===== config.mk =====
export PLATFORM = sky130hd
export DESIGN_NAME = pause_frame_detect
export DESIGN_NICKNAME = d
export VERILOG_FILES = /design/src/rtl/pfd_pkg.sv /design/src/rtl/pfd_byte_counter.sv /design/src/rtl/pfd_header_match.sv /design/src/rtl/pfd_param_capture.sv /design/src/rtl/pause_frame_detect.sv
export SDC_FILE = /design/constraint.sdc
export NUM_CORES = 1
export LEC_CHECK = 0
export ABC_AREA = 1
export BUFFER_PORTS_ARGS = -buffer_cell sky130_fd_sc_hd__buf_2
export CELL_PAD_IN_SITES_DETAIL_PLACEMENT = 0
export CELL_PAD_IN_SITES_GLOBAL_PLACEMENT = 2
export CORE_ASPECT_RATIO = 0.7
export CORE_UTILIZATION = 31
export CTS_CLUSTER_SIZE = 10
export DETAILED_ROUTE_END_ITERATION = 12
export PLACE_DENSITY_LB_ADDON = 0.3
export SKIP_CTS_REPAIR_TIMING = 1
export SLEW_MARGIN = 40
export SYNTH_ARGS = -nofsm -noshare
export SYNTH_HDL_FRONTEND = slang
export SYNTH_SLANG_ARGS = --single-unit

===== constraint.sdc =====
create_clock -name clk -period 2.1 [get_ports clk]
set_input_delay 0 -clock clk [delete_from_list [all_inputs] [get_ports clk]]
set_output_delay 0 -clock clk [all_outputs]
set_load 0.02 [all_outputs]

===== src/rtl/pfd_pkg.sv =====
package pfd_pkg;
   localparam int TYPE_HI_IDX  = 12;
   localparam int TYPE_LO_IDX  = 13;
   localparam int OPC_HI_IDX   = 14;
   localparam int OPC_LO_IDX   = 15;
   localparam int PARAM_IDX    = 16;
   localparam int PARAM_BYTES  = 4;
   localparam int LAST_NEEDED  = PARAM_IDX + PARAM_BYTES - 1;
   localparam int ADDR_BYTES   = 6;
   typedef logic [7:0] octet_t;
endpackage


===== src/rtl/pfd_byte_counter.sv =====
module pfd_byte_counter #(
   parameter int CNT_W = 7
) (
   input  logic             clk,
   input  logic             rst_n,
   input  logic             in_valid,
   input  logic             in_sof,
   input  logic             in_eof,
   output logic             beat,
   output logic [CNT_W-1:0] idx
);
   localparam logic [CNT_W-1:0] IDX_MAX = {CNT_W{1'b1}};

   logic [CNT_W-1:0] cnt_q;
   logic             in_frame_q;

   generate
      if (CNT_W < 5) begin : g_bad_width
         $error("pfd_byte_counter: CNT_W must reach byte index 19");
      end
   endgenerate

   assign beat = in_valid & (in_sof | in_frame_q);
   assign idx  = in_sof ? '0 : cnt_q;

   always_ff @(posedge clk or negedge rst_n) begin
      if (!rst_n) begin
         cnt_q      <= '0;
         in_frame_q <= 1'b0;
      end else if (beat) begin
         cnt_q      <= (idx == IDX_MAX) ? IDX_MAX : idx + 1'b1;
         in_frame_q <= ~in_eof;
      end
   end


   sof_restart_chk: assert property (@(posedge clk) disable iff (!rst_n)
      (in_valid && in_sof) |=> (cnt_q == CNT_W'(1)));
endmodule


===== src/rtl/pfd_header_match.sv =====
module pfd_header_match
   import pfd_pkg::*;
#(
   parameter int          CNT_W    = 7,
   parameter bit          MATCH_DA = 1'b1,
   parameter logic [47:0] DEST     = 48'h0180C2000001,
   parameter logic [15:0] ETYPE    = 16'h8808,
   parameter logic [15:0] OPCODE   = 16'h0001
) (
   input  logic             clk,
   input  logic             rst_n,
   input  logic             beat,
   input  logic             in_sof,
   input  logic [CNT_W-1:0] idx,
   input  octet_t           in_data,
   output logic             hdr_ok_d
);
   logic   hdr_ok_q;
   logic   da_care, care;
   octet_t da_exp, exp_byte;
   logic [47:0] da_shift;

   assign da_shift = DEST << {idx[2:0], 3'b000};

   generate
      if (MATCH_DA) begin : g_da_on
         assign da_care = (idx < CNT_W'(ADDR_BYTES));
         assign da_exp  = da_shift[47:40];
      end else begin : g_da_off
         assign da_care = 1'b0;
         assign da_exp  = '0;
      end
   endgenerate

   always_comb begin
      care     = da_care;
      exp_byte = da_exp;
      if (idx == CNT_W'(TYPE_HI_IDX)) begin
         care = 1'b1; exp_byte = ETYPE[15:8];
      end else if (idx == CNT_W'(TYPE_LO_IDX)) begin
         care = 1'b1; exp_byte = ETYPE[7:0];
      end else if (idx == CNT_W'(OPC_HI_IDX)) begin
         care = 1'b1; exp_byte = OPCODE[15:8];
      end else if (idx == CNT_W'(OPC_LO_IDX)) begin
         care = 1'b1; exp_byte = OPCODE[7:0];
      end
   end

   always_comb begin
      hdr_ok_d = hdr_ok_q;
      if (beat)
         hdr_ok_d = (in_sof | hdr_ok_q) & (~care | (in_data == exp_byte));
   end

   always_ff @(posedge clk or negedge rst_n) begin
      if (!rst_n) hdr_ok_q <= 1'b0;
      else        hdr_ok_q <= hdr_ok_d;
   end


   hdr_miss_chk: assert property (@(posedge clk) disable iff (!rst_n)
      (beat && care && (in_data != exp_byte)) |=> !hdr_ok_q);
endmodule


===== src/rtl/pfd_param_capture.sv =====
module pfd_param_capture
   import pfd_pkg::*;
#(
   parameter int CNT_W = 7
) (
   input  logic             clk,
   input  logic             rst_n,
   input  logic             beat,
   input  logic [CNT_W-1:0] idx,
   input  octet_t           in_data,
   output logic [15:0]      time_d,
   output logic [15:0]      ext_d
);
   octet_t slot_d [PARAM_BYTES];

   generate
      for (genvar g = 0; g < PARAM_BYTES; g++) begin : g_slot
         octet_t slot_q;
         logic   hit;
         assign hit        = beat & (idx == CNT_W'(PARAM_IDX + g));
         assign slot_d[g]  = hit ? in_data : slot_q;
         always_ff @(posedge clk or negedge rst_n) begin
            if (!rst_n) slot_q <= '0;
            else        slot_q <= slot_d[g];
         end
      end
   endgenerate

   assign time_d = {slot_d[0], slot_d[1]};
   assign ext_d  = {slot_d[2], slot_d[3]};
endmodule


===== src/rtl/pause_frame_detect.sv =====
module pause_frame_detect
   import pfd_pkg::*;
#(
   parameter int          CNT_W    = 7,
   parameter bit          MATCH_DA = 1'b1,
   parameter logic [47:0] DEST     = 48'h0180C2000001,
   parameter logic [15:0] ETYPE    = 16'h8808,
   parameter logic [15:0] OPCODE   = 16'h0001
) (
   input  logic        clk,
   input  logic        rst_n,
   input  logic        in_valid,
   input  logic        in_sof,
   input  logic        in_eof,
   input  logic [7:0]  in_data,
   input  logic        in_crc_ok,
   output logic        pause_valid,
   output logic [15:0] pause_time,
   output logic [15:0] pause_ext
);
   logic             beat, hdr_ok_d, accept;
   logic [CNT_W-1:0] idx;
   logic [15:0]      time_d, ext_d;

   pfd_byte_counter #(.CNT_W(CNT_W)) u_cnt (
      .clk(clk), .rst_n(rst_n), .in_valid(in_valid), .in_sof(in_sof),
      .in_eof(in_eof), .beat(beat), .idx(idx));

   pfd_header_match #(.CNT_W(CNT_W), .MATCH_DA(MATCH_DA), .DEST(DEST),
                      .ETYPE(ETYPE), .OPCODE(OPCODE)) u_hdr (
      .clk(clk), .rst_n(rst_n), .beat(beat), .in_sof(in_sof), .idx(idx),
      .in_data(in_data), .hdr_ok_d(hdr_ok_d));

   pfd_param_capture #(.CNT_W(CNT_W)) u_cap (
      .clk(clk), .rst_n(rst_n), .beat(beat), .idx(idx), .in_data(in_data),
      .time_d(time_d), .ext_d(ext_d));

   assign accept = beat & in_eof & in_crc_ok & hdr_ok_d &
                   (idx >= CNT_W'(LAST_NEEDED));

   always_ff @(posedge clk or negedge rst_n) begin
      if (!rst_n) begin
         pause_valid <= 1'b0;
         pause_time  <= '0;
         pause_ext   <= '0;
      end else begin
         pause_valid <= accept;
         if (accept) begin
            pause_time <= time_d;
            pause_ext  <= ext_d;
         end
      end
   end


   strobe_single_chk: assert property (@(posedge clk) disable iff (!rst_n)
      pause_valid |=> !pause_valid);

   strobe_cause_chk: assert property (@(posedge clk) disable iff (!rst_n)
      pause_valid |-> $past(in_valid && in_eof && in_crc_ok));

   param_hold_chk: assert property (@(posedge clk) disable iff (!rst_n)
      !pause_valid |-> ($stable(pause_time) && $stable(pause_ext)));
endmodule


### After elaboration in Yosys (flattened, before gate mapping)

Cells that the tools add are included.
Widths: inputs -> output; s select.

| storage, ports and cells | value |
|---|---|
| output and inout port bits | 33 |
| word-level logic and storage cells | 54 |
| bits of input ports | 14 |
| bits in latches | 0 |
| memories | 0 |
| bits in registers | 74 |
| bits in read-only memories | 0 |
| bits in writable memories | 0 |

| cells by class | value |
|---|---|
| magnitude comparators | 2 |
| reduce and logical (&&, ||, !) cells | 0 |
| bitwise gates (word level) | 15 |
| muxes and demuxes | 15 |
| eq/ne operators | 10 |
| div/mod/pow operators | 0 |
| multipliers | 0 |
| shift operators | 1 |
| add/sub/neg operators | 1 |

Operators by type and width:

| operator | count |
|---|---|
| $mux 8 | 8 |
| $shl 41x6->48 const A | 1 |
| $eq 7x4->1 const B | 4 |
| $eq 7x5->1 const B | 4 |
| $mux 7 | 2 |
| $and 1x1->1 | 10 |
| $eq 8x8->1 | 1 |
| $add 7x1->7 const B | 1 |
| $eq 7x7->1 const B | 1 |
| $ge 7x5->1 const B | 1 |
| $lt 7x3->1 const B | 1 |
| $mux 1 | 5 |
| $or 1x1->1 | 3 |
| $not 1->1 | 2 |

### Logic depth before layout (Yosys ltp)

| depth | value |
|---|---|
| depth in word-level cells | 12 |
| gate-level depth with buffers | 17 |
| gate-level depth less buffers | 16 |

### By module

From an unflattened synthesis, not the netlist that was laid out.

| second synthesis, totals | value |
|---|---|
| cells, all modules | 424 |
| area, all modules | 3,706.1 µm² |

Modules (own cells, without submodules):

| module | times used | area an instance (µm²) | seq. area each (µm²) | cells an instance |
|---|---|---|---|---|
| pause_frame_detect | 1 | 1,488.9 | 825.8 | 149 |
| pfd_param_capture | 1 | 1,362.6 | 800.8 | 152 |
| pfd_byte_counter | 1 | 526.8 | 200.2 | 68 |
| pfd_header_match | 1 | 327.8 | 25.0 | 55 |

### Worst setup path after synthesis

No wires, ideal clock.

| path | value |
|---|---|
| path type | reg2reg |
| start | reg u_cnt.cnt_q[0] |
| end | reg pause_time[10] |
| setup slack | 0.051 ns |
| clock period less this slack | 2.049 ns |
| cell stages (with the launch flop) | 16 |
| arrival | 1.932 ns |
| data required time | 1.983 ns |
| setup time | 0.117 ns |
| path buffers | 1 |
| path through | dfrtp_1 > inv_1 > nor2_1 > inv_1 > ha_1 > nand4_1 > inv_1 > o21ai_1 > nand3_1 > nand2_1 > nand4_1 > nand2_2 > nand3_4 > buf_6 > nand2_1 > nand2_1 |

| between the ends | value |
|---|---|
| word-level cells in the longest chain between the ends | 12 |
| elaborated cells between the ends (all ways) | 26 |
| classes of those cells | order compare: 2; eq/ne: 6; shift: 1; mux: 11; bitwise: 6 |

RTL lines:

| item | line | source |
|---|---|---|
| start: declaration | pfd_byte_counter.sv:14 | `logic [CNT_W-1:0] cnt_q;` |
| start signal: assignment | pfd_byte_counter.sv:31 | `cnt_q <= (idx == IDX_MAX) ? IDX_MAX : idx + 1'b1;` |
| $mux 7 * | pfd_byte_counter.sv:24 | `assign idx = in_sof ? '0 : cnt_q;` |
| $shl 41x6->48 (tied with other cells) | pfd_header_match.sv:23 | `assign da_shift = DEST << {idx[2:0], 3'b000};` |
| $mux 8 / $mux 1 (equally long branches) | pfd_header_match.sv:44 | `end else if (idx == CNT_W'(OPC_LO_IDX)) begin` |
| $mux 8 / $mux 1 (equally long branches) | pfd_header_match.sv:42 | `end else if (idx == CNT_W'(OPC_HI_IDX)) begin` |
| $mux 8 / $mux 1 (equally long branches) | pfd_header_match.sv:40 | `end else if (idx == CNT_W'(TYPE_LO_IDX)) begin` |
| $mux 8 / $mux 1 (equally long branches) | pfd_header_match.sv:38 | `if (idx == CNT_W'(TYPE_HI_IDX)) begin` |
| $eq 8x8->1 / $not 1->1 (equally long branches) | pfd_header_match.sv:52 | `hdr_ok_d = (in_sof \| hdr_ok_q) & (~care \| (in_data == exp_byte));` |
| $or 1x1->1 | pfd_header_match.sv:52 |  |
| $and 1x1->1 | pfd_header_match.sv:52 |  |
| $mux 1 | pfd_header_match.sv:51 | `if (beat)` |
| $and 1x1->1 (2 in a row) | pause_frame_detect.sv:38 | `assign accept = beat & in_eof & in_crc_ok & hdr_ok_d &` |
| end signal: assignment | pause_frame_detect.sv:49 | `pause_time <= time_d;` |
| end: declaration | pause_frame_detect.sv:18 | `output logic [15:0] pause_time,` |

Mark *: on every way between the ends. The rest lies on a longest branch, timed or not.
A chain may end at the register's enable or synchronous reset.

### Worst setup path in the final report

| path | value |
|---|---|
| start | reg u_cnt.cnt_q[0] |
| end | reg pause_time[11] |

Same word-level chain as after synthesis.

==> results.sh <==
export IMPL_vias_per_cell=4.843
export IMPL_path_class="flop to flop"
export IMPL_met3_usage=0.05502
export IMPL_wl_um=9435
export IMPL_cp_slowest_stage_delay_ns=0.37
export IMPL_final_util=0.4314
export IMPL_grt_max_degree=75
export IMPL_hold_violations=0
export IMPL_min_period_ns=2.187
export IMPL_cts_tree="built"
export IMPL_gp_congestion=0.8699
export IMPL_port_buffers=46
export IMPL_critPathMostFrequentCell="nand2_1"
export IMPL_area_delta_synth_final_pct=35.01
export IMPL_cts_root_buf="clkbuf_16"
export IMPL_setup_slack_ns=-0.08731
export IMPL_power_density_mw_per_mm2=1163
export IMPL_antenna_left=0
export IMPL_grt_use_total=0.1720
export IMPL_synth_top_cell_area_share=0.5595
export IMPL_max_freq_ghz=0.4572
export IMPL_synth_seq_cells=74
export IMPL_netlist_area_sq_mm=0.003309
export IMPL_diodes=0
export IMPL_path_cells="inv_2 -> nor2_4 -> buf_6 -> ha_4 -> o21ai_0 -> nand2_1 -> nand2_1 -> nand2_1 -> nand2_1 -> nand4_1 -> nand2_2 -> nand3_4 -> clkbuf_16 -> nand2_2 -> nand2_2"
export IMPL_busiest_layer="met1"
export IMPL_cts_htree_levels=3
export IMPL_cp_required_ns=2.33
export IMPL_grt_use_met2=0.2364
export IMPL_critPathSlowestCell="dfrtp_1"
export IMPL_clkPwrFrac=0.333
export IMPL_syn_nets=390
export IMPL_pre_cts_slack_ns=-0.08482
export IMPL_tns_ns=-2.102
export IMPL_status="finished with violations"
export IMPL_syn_inst=372
export IMPL_fp_dieH_um=88.45
export IMPL_reg2reg_slack_ns=-0.09
export IMPL_finalCritPeriodShare=1.042
export IMPL_combPwrFrac=0.280
export IMPL_antenna_found_initial=0
export IMPL_core_region_area_sq_mm=0.01036
export IMPL_min_path_cells=3
export IMPL_initial_core_util=0.3196
export IMPL_synth_avg_cell_area_sq_um=8.896
export IMPL_rsz0062_at_grt="true"
export IMPL_synth_edf_count=0
export IMPL_crit_arrival_ns=2.42
export IMPL_dr_pass1_iters=8
export IMPL_finalMaxSlewViolations=0
export IMPL_final_common_cell="nand2_1"
export IMPL_numCtsBuffers=9
export IMPL_swShare=0.3269
export IMPL_fillers=1042
export IMPL_failed_checks="DRC, setup timing"
export IMPL_yosysWarnings=0
export IMPL_drv_cap=0
export IMPL_dp_hpwl_um=5694
export IMPL_grt_overflow=0
export IMPL_cts_buffer_depth=2
export IMPL_yosysSeqAreaShare=0.5595
export IMPL_dieArea_sq_mm=0.01110
export IMPL_worst_pin_slew_ns=0.4668
export IMPL_post_drt_wl_per_cell_um=16.32
export IMPL_placed_area_sq_mm=0.003802
export IMPL_fp_row_count=31
export IMPL_relSlewSlack=0.6867
export IMPL_worstSkewPairLatency_ns=0.34
export IMPL_ys_flop_type="dfrtp_1"
export IMPL_grt_pass1_vias=2630
export IMPL_p_sw_uw=1698
export IMPL_synth_cell_types=28
export IMPL_final_cell_mix="86 x nand2_1, 74 x dfrtp_1, 46 x buf_2, 37 x nand4_1, 29 x nand2_2"
export IMPL_r2r_cells=15
export IMPL_pin_count=47
export IMPL_power_leakage_uw=0.002307
export IMPL_ys_async_sr_fraction=1.000
export IMPL_setup_viol=32
export IMPL_yosys_area_top_type="dfrtp_1"
export IMPL_met1_usage=0.2565
export IMPL_die_w_um=125.5
export IMPL_critPathLaunchType="flop"
export IMPL_cts_clk_slew_worst_paths_ns=0.06
export IMPL_drc_errors=5
export IMPL_endpoint_kind="flop"
export IMPL_vias=2799
export IMPL_drive_gt1_frac=0.3453
export IMPL_numClockSinks=74
export IMPL_stdcell_area_sq_mm=0.004468
export IMPL_fin_skew_ns=0.007758
export IMPL_path_max_fanout=8
export IMPL_drt_iter0_markers=162
export IMPL_p_int_uw=3496
export IMPL_power_frac_seq=0.388
export IMPL_fin_nets=459
export IMPL_synth_area_leaders="dfrtp_1 56%, nand2_1 13%, nand4_1 7.0%"
export IMPL_grt_pass1_wl_um=14230
export IMPL_hp_class="input pin to flop"
export IMPL_ir_drop_mv=0.6874
[per-stage QoR]
stage / hold WS, ns / power, uW / cells
2_1_floorplan: -0.2956 / 2833 / 372
3_3_place_gp: 0.06945 / 3289 / 552
3_5_place_dp: 0.07095 / 3302 / 552
4_1_cts: -0.2905 / 5051 / 568
5_1_grt: 0.1035 / 5510 / 578
6_report: 0.08845 / 5194 / 578
[path summary, 6_finish.rpt]
| kind | startpoint | to |
|---|---|---|
| max in group asynchronous | rst_n | u_cnt.cnt_q[5]$_DFFE_PN0P_ |
| min in group asynchronous | rst_n | u_cnt.cnt_q[0]$_DFFE_PN0P_ |
| worst max register to register | u_cnt.cnt_q[0]$_DFFE_PN0P_ | pause_time[11]$_DFFE_PN0P_ |
| worst max-delay path | u_cnt.cnt_q[0]$_DFFE_PN0P_ | pause_time[11]$_DFFE_PN0P_ |
| worst min-delay path | in_data[4] | u_cap.g_slot[3].slot_q[4]$_DFF_PN0_ |
| worst min register to register | pause_time[5]$_DFFE_PN0P_ | pause_time[5]$_DFFE_PN0P_ |
[sequential cells by signal, summed over array words and instances, names as in the netlist]
register	cells
u_hdr.hdr_ok_q	1
pause_ext	16
pause_time	16
u_cnt.in_frame_q	1
pause_valid	1
u_cap.g_slot.slot_q	32
u_cnt.cnt_q	7
[cells in the mapped netlist (2+ instances only)]
library cell and instances:
nand2_1 114, o21ai_2 2, buf_6 4, nor2_2 2, o21ai_1 15, dfrtp_1 74, o21bai_1 2, nand2_2 5
nand3_1 11, clkbuf_1 7, o21ai_0 23, buf_2 7, a22oi_1 5, inv_1 24, inv_2 5, xor2_1 2
nand4_1 37, nor3_1 2, nor2_1 19, ha_1 4
[area by class of cell]
cell class / instances / area, sq um / share of cell area
flip-flops and latches: 74 / 1852 / 0.4145
multi-input cells: 251 / 1415 / 0.3167
inverters: 29 / 108.9 / 0.02436
clock inverters: 4 / 72.57 / 0.01624
well taps: 132 / 165.2 / 0.03696
clock buffers: 12 / 266.5 / 0.05965
repair buffers: 76 / 588.1 / 0.1316
[logic make-up after synthesis]
kind of cell,synth area share
XOR/XNOR,0.007941
flip-flops,0.5595
buffers and inverters,0.06503
AND/OR/NAND/NOR,0.2669
adder cells (fa/ha/maj),0.01512
AO/OA/AOI/OAI,0.08545
[critical path, delay by kind of cell, from the launching register on]
kind / cells / cell delay (ns)
AND/OR/NAND/NOR: 10 / 0.84
buffers and inverters: 3 / 0.43
flip-flops: 1 / 0.37
AO/OA/AOI/OAI: 1 / 0.25
adder cells (fa/ha/maj): 1 / 0.17
[power groups by stage]
stage / clock network, uW / registers [uW] / logic, uW
5_1_grt: 1820 / 2060 / 1620
3_3_place_gp: 0 / 2000 / 1290
2_1_floorplan: 0 / 2170 / 660
4_1_cts: 1760 / 1980 / 1310
6_report: 1730 / 2010 / 1450
3_5_place_dp: 0 / 2000 / 1300
[layer usage]
| layer | routed length (um) | part of all wire |
|---|---|---|
| met5 | 0 | 0 |
| met4 | 89 | 0.0094 |
| met3 | 361 | 0.038 |
| met2 | 3713 | 0.39 |
| met1 | 5270 | 0.56 |
No activity file was read; power rests on OpenSTA's default activity.
